==> config.mk <==
export PLATFORM = sky130hd
export DESIGN_NAME = rxser_top
export DESIGN_NICKNAME = d
export VERILOG_FILES = /design/src/rtl/rxser_pkg.sv /design/src/rtl/rxser_rules.sv /design/src/rtl/rxser_pack.sv /design/src/rtl/rxser_fifo.sv /design/src/rtl/rxser_top.sv
export SDC_FILE = /design/constraint.sdc
export NUM_CORES = 2
export LEC_CHECK = 0
export BUFFER_PORTS_ARGS = -buffer_cell sky130_fd_sc_hd__clkbuf_2
export CAP_MARGIN = 20
export CORE_MARGIN = 2
export CORE_UTILIZATION = 30
export DETAILED_ROUTE_END_ITERATION = 12
export PLACE_DENSITY = 0.47
export SETUP_SLACK_MARGIN = 0.1
export SYNTH_ARGS = -nofsm -noshare
export SYNTH_HDL_FRONTEND = slang
export SYNTH_SLANG_ARGS = --single-unit
==> constraint.sdc <==
create_clock -name clk -period 10.6 [get_ports clk]
set_input_delay 2.65 -clock clk [delete_from_list [all_inputs] [get_ports clk]]
set_output_delay 2.65 -clock clk [all_outputs]
set_load 0.02 [all_outputs]
==> src/rtl/rxser_pkg.sv <==
package rxser_pkg;
    localparam int NSEG    = 4;
    localparam int DATA_W  = 32;
    localparam int MAX_SOP = 3;
    localparam int PW      = $clog2(NSEG + 1);

    typedef struct packed {
        logic [DATA_W-1:0] data;
        logic              sop;
        logic              eop;
    } seg_t;

    function automatic logic too_many_starts(input logic [NSEG-1:0] starts);
        return $countones(starts) > MAX_SOP;
    endfunction

    function automatic logic upper_without_lower(input logic [NSEG-1:0] dv);
        return (dv[1:0] == 2'b00) && (dv[NSEG-1:2] != '0);
    endfunction
endpackage

==> src/rtl/rxser_rules.sv <==
module rxser_rules
    import rxser_pkg::*;
(
    input  logic            clk,
    input  logic            rst,
    input  logic [NSEG-1:0] dv,
    input  logic [NSEG-1:0] sop,
    input  logic [NSEG-1:0] eop,
    output logic            err_proto,
    output logic            err_frame
);
    logic open_q, open_d, frame_bad, proto_bad;

    always_comb begin
        open_d    = open_q;
        frame_bad = 1'b0;
        for (int i = 0; i < NSEG; i++) begin
            if (dv[i]) begin
                if (sop[i]) begin
                    if (open_d) frame_bad = 1'b1;
                    open_d = !eop[i];
                end else if (eop[i]) begin
                    if (!open_d) frame_bad = 1'b1;
                    open_d = 1'b0;
                end
            end
        end
        proto_bad = too_many_starts(sop & dv) || upper_without_lower(dv);
    end

    always_ff @(posedge clk) begin
        if (rst) begin
            open_q    <= 1'b0;
            err_proto <= 1'b0;
            err_frame <= 1'b0;
        end else begin
            open_q    <= open_d;
            err_proto <= err_proto | proto_bad;
            err_frame <= err_frame | frame_bad;
        end
    end
endmodule

==> src/rtl/rxser_pack.sv <==
module rxser_pack
    import rxser_pkg::*;
(
    input  logic [NSEG-1:0] dv,
    output logic [PW-1:0]   pos [NSEG]
);
    assign pos[0] = '0;
    for (genvar i = 1; i < NSEG; i++) begin : g_prefix
        assign pos[i] = pos[i-1] + PW'(dv[i-1]);
    end
endmodule

==> src/rtl/rxser_fifo.sv <==
module rxser_fifo
    import rxser_pkg::*;
#(
    parameter int DEPTH = 16
) (
    input  logic            clk,
    input  logic            rst,
    input  seg_t            wseg [NSEG],
    input  logic [NSEG-1:0] dv,
    input  logic [PW-1:0]   pos  [NSEG],
    input  logic            pop,
    output seg_t            head,
    output logic            nonempty,
    output logic            ovf
);
    localparam int AW = $clog2(DEPTH);
    localparam int CW = $clog2(DEPTH + 1);

    seg_t            mem [DEPTH];
    logic [AW-1:0]   wr_ptr, rd_ptr;
    logic [CW-1:0]   count, free, n_acc;
    logic [NSEG-1:0] acc;
    logic [AW-1:0]   widx [NSEG];

    always_comb begin
        free  = CW'(DEPTH) - count;
        n_acc = '0;
        for (int i = 0; i < NSEG; i++) begin
            acc[i]  = dv[i] && (CW'(pos[i]) < free);
            widx[i] = wr_ptr + AW'(pos[i]);
            n_acc   = n_acc + CW'(acc[i]);
        end
        ovf = |(dv & ~acc);
    end

    assign nonempty = (count != '0);
    assign head     = mem[rd_ptr];

    always_ff @(posedge clk) begin
        for (int i = 0; i < NSEG; i++) begin
            if (acc[i]) mem[widx[i]] <= wseg[i];
        end
        if (rst) begin
            wr_ptr <= '0;
            rd_ptr <= '0;
            count  <= '0;
        end else begin
            wr_ptr <= wr_ptr + AW'(n_acc);
            rd_ptr <= rd_ptr + AW'(pop);
            count  <= count + n_acc - CW'(pop);
        end
    end
endmodule

==> src/rtl/rxser_top.sv <==
module rxser_top
    import rxser_pkg::*;
#(
    parameter int DEPTH = 16
) (
    input  logic                   clk,
    input  logic                   rst,
    input  logic [NSEG*DATA_W-1:0] in_data,
    input  logic [NSEG-1:0]        in_sop,
    input  logic [NSEG-1:0]        in_eop,
    input  logic [NSEG-1:0]        in_dvalid,
    output logic                   out_valid,
    input  logic                   out_ready,
    output logic [DATA_W-1:0]      out_data,
    output logic                   out_sop,
    output logic                   out_eop,
    output logic                   err_proto,
    output logic                   err_frame,
    output logic                   err_overflow
);
    seg_t          wseg [NSEG];
    logic [PW-1:0] pos  [NSEG];
    seg_t          head;
    logic          ovf;

    for (genvar i = 0; i < NSEG; i++) begin : g_unpack
        assign wseg[i] = '{data: in_data[i*DATA_W +: DATA_W], sop: in_sop[i], eop: in_eop[i]};
    end

    rxser_rules u_rules (
        .clk(clk), .rst(rst), .dv(in_dvalid), .sop(in_sop), .eop(in_eop),
        .err_proto(err_proto), .err_frame(err_frame)
    );

    rxser_pack u_pack (.dv(in_dvalid), .pos(pos));

    rxser_fifo #(.DEPTH(DEPTH)) u_fifo (
        .clk(clk), .rst(rst), .wseg(wseg), .dv(in_dvalid), .pos(pos),
        .pop(out_valid && out_ready), .head(head), .nonempty(out_valid), .ovf(ovf)
    );

    assign out_data = head.data;
    assign out_sop  = head.sop;
    assign out_eop  = head.eop;

    always_ff @(posedge clk) begin
        if (rst) err_overflow <= 1'b0;
        else     err_overflow <= err_overflow | ovf;
    end
endmodule

==> results.md <==
* Status: complete, no violations
* Critical Path AT at around 7.7 ns
* PwrDens at approximately 270 mW/mm^2
* Crit-path leading delay family: buffers and inverters
* Post-synth EDFFs at 544
* Worst path max stage delay at roughly 1 ns
* GRT overflow at 0
* Via/cell ratio at 6.56
* Async set-reset flop share out of synthesis at 0%
* Setup ws final at ~3.2 ns
* Hold WC Path Type: flip-flop to flip-flop
* Final setup TNS at 0 ns
* Min Tclk post-route at ~7.4 ns
* Synth warn at 0
* Die Area at around 0.14 mm^2
* Number of global-route vias before repair at roughly 35000
* Die Wd at about 370 um
* H-tree depth at 3
* Worst-path fanout max at 34
* CTS Buf Count at 70
* DP HPWL at 111 mm
* CP most frequent cell: ha_1
* Syn nets at roughly 4000
* CP cell instances: clkbuf_2 -> inv_1 -> ha_1 -> ha_4 -> ha_1 -> clkinv_1 -> a21oi_4 -> buf_4 -> and3_2 -> a221oi_1
* Synthesized area at about 0.040 mm^2
* Pin count of the biggest net entering global routing at 97
* Critical-path top delay cell: and3_2
* Post-route ant nets at 0
* Synthesized area per cell at 10.5 um^2
* Slew Limit Fails at 0
* Clock Pin Slew Worst Setup and Hold Paths at roughly 0.060 ns
* Max IR drop VDD at approximately 0.00026 V
* Slew headroom at between 20% and 30%
* Cts repair resizes at 0
* Worst Setup End Kind: flip-flop
* Final setup fails at 0
* Pre-CTS WS at around 2.6 ns
* Synth area leader: edfxtp_1
* Root Buffer: clkbuf_16
* Final Cycle Share at 69.8%
* Synth top area share at about two fifths
* # fillers at between 10000 and 15000
* Sequential Area at ~0.017 mm^2
* Worst-margin pin slew at between 1 and 1.5 ns
* Via count at about 36000
* Most common library cells after synthesis: edfxtp_1 (544), o21ai_0 (411), mux2i_1 (346)
* DRT Pass-1 Iters at 7
* Leakage at approximately 0.016 uW
* Skew final at around 0.027 ns
* Wirelength per Cell at 35.7 um
* WL final at roughly 200 mm
* IO Pins at between 150 and 200
* Layout cells sized above 1 at around 17%
* Total of max-cap violations at 0
* Postcts setup bufs at 0
* Clock sink count at 561
* Type of the worst setup path: input port to flip-flop
* Area growth, synth to finish at 10.5%
* Area of the multi-input gates at 0.0216 mm^2
* Fmax at 135 MHz
* Placer Congestion at 0.841
* Clock buffer depth at 3
* Primary FF master, synth: edfxtp_1
* Final Hold Viols at 0
* CTS tree: done
* # DRC at 0
* Yosys reg bits at 561
* Non-Filler Instances at 5511
* Global Route Usage Sum at around 28%
* First-pass GRT wire length at between 200 and 300 mm
* Crit start category: input port
* Starting density of the core at between 30% and 40%
* Fin Hold WS at 0.515 ns
* Port bufs at 180
* Mapped Cells at roughly 3900
* Most frequent cell after synthesis: edfxtp_1
* Unrepaired setup endpoints after global routing: false
* Largest cells by area after synthesis: edfxtp_1 (40%), mux4_2 (9.5%), mux2i_1 (8.6%)
* Critical Path RT at between 10 and 15 ns
* Netlist cell types at 80
* Cts hold-fix bufs at 0
* Starting DRT DRC Count at approximately 4800
* Row count at 134
* Initial antenna violation count at 26
* Placed insts at about 5400
* Area of the core at roughly 0.13 mm^2
* Sequential share of the synthesized area at 41.2%
* Nets at roughly 3900
* Critical path buffers and inverters at 4
* Die Y at around 370 um
* Clock Latency Late Sink at 0.67 ns
[final cells by class]
cell class	count	share of cell area [%]
antenna	16	0.0895
clock buffer	89	4.12
clock inverter	34	0.641
inverter	66	0.557
multi-input combinational	2684	48.3
sequential	561	37.3
tap	1768	4.95
timing repair buffer	293	4.05
[worst min-delay path: stages (launching register included)]
cell,delay (ns)
dfxtp_4,0.35
xnor2_1,0.06
nor2_1,0.06
[metrics by stage]
step                      instance area [um^2]  total power, uW  util [%]
after floorplan                          40500             7220         -
after global placement                   42500             9510      31.8
after detailed placement                 42500             9550      31.8
after CTS                                44600            11900      33.4
after global routing                     44700            12400      33.5
final                                    44700            12000      33.5
[metal layers]
layer | wire (um) | share of wire, % | track usage, %
met2 | 89400 | 45 | 43.4
met4 | 10200 | 5.2 | 14.5
met1 | 78100 | 40 | 36.3
met5 | 102 | 0.052 | 0
met3 | 19000 | 9.7 | 5.87
[layout by cell type (no fill, tap or decap), drive strengths merged, types with 3 or more instances in the layout]
| cell type | count |
|---|---|
| and2 | 72 |
| nor3 | 77 |
| nand2b | 3 |
| o211ai | 20 |
| a21o | 5 |
| ha | 32 |
| o211a | 3 |
| xor2 | 11 |
| a221oi | 210 |
| o31ai | 67 |
| clkinv | 61 |
| nand3 | 16 |
| inv | 35 |
| nor4 | 12 |
| xnor2 | 7 |
| a22o | 200 |
| mux4 | 170 |
| clkbuf | 269 |
| buf | 113 |
| bufinv | 3 |
| nor2 | 169 |
| a211oi | 143 |
| nor2b | 11 |
| mux2i | 346 |
| diode | 16 |
| or2 | 3 |
| nand4 | 6 |
| a21oi | 18 |
| o21ai | 472 |
| fa | 5 |
| dfxtp | 17 |
| and3 | 141 |
| nand2 | 223 |
| edfxtp | 544 |
| o2111ai | 3 |
| a31oi | 202 |
| o311ai | 4 |
| a222oi | 3 |
[flip-flops by register name, summed over array words and instances, names as in the netlist]
| name | flops |
|---|---|
| err_overflow | 1 |
| u_rules.err_proto | 1 |
| u_rules.err_frame | 1 |
| u_fifo.wr_ptr | 4 |
| u_rules.open_q | 1 |
| u_fifo.count | 5 |
| u_fifo.mem | 544 |
| u_fifo.rd_ptr | 4 |
[kinds of logic (layout without fill, tap and decap cells)]
| family | after synthesis | after routing | synth area share [%] |
|---|---|---|---|
| flip-flops | 561 | 561 | 41.2 |
| buffers and inverters | 606 | 482 | 6.40 |
| AO/OA/AOI/OAI | 1370 | 1370 | 23.6 |
| XOR/XNOR | 18 | 18 | 0.408 |
| multiplexers | 517 | 517 | 18.0 |
| AND/OR/NAND/NOR | 741 | 741 | 9.13 |
| other | 0 | 16 | 0 |
| adder cells (fa/ha/maj) | 38 | 38 | 1.26 |
[final timing paths]
kind                    startpoint                 end  slack (ns)  cells after the start
setup / recovery      in_dvalid[1]  u_fifo.mem[15][14]        3.20                     10
hold / removal    u_fifo.rd_ptr[2]    u_fifo.rd_ptr[2]        0.51                      2
setup reg to reg  u_fifo.wr_ptr[1]  u_fifo.mem[15][14]        5.27                      7
hold reg to reg   u_fifo.rd_ptr[2]    u_fifo.rd_ptr[2]        0.51                      2
[where the power goes]
part / internal (uW) / switching, uW / total (uW)
clock: 1310 / 1070 / 2380
sequential: 3390 / 247 / 3630
combinational: 1830 / 4200 / 6030
total: 6520 / 5520 / 12000
Power figures use the tool's default switching activity.
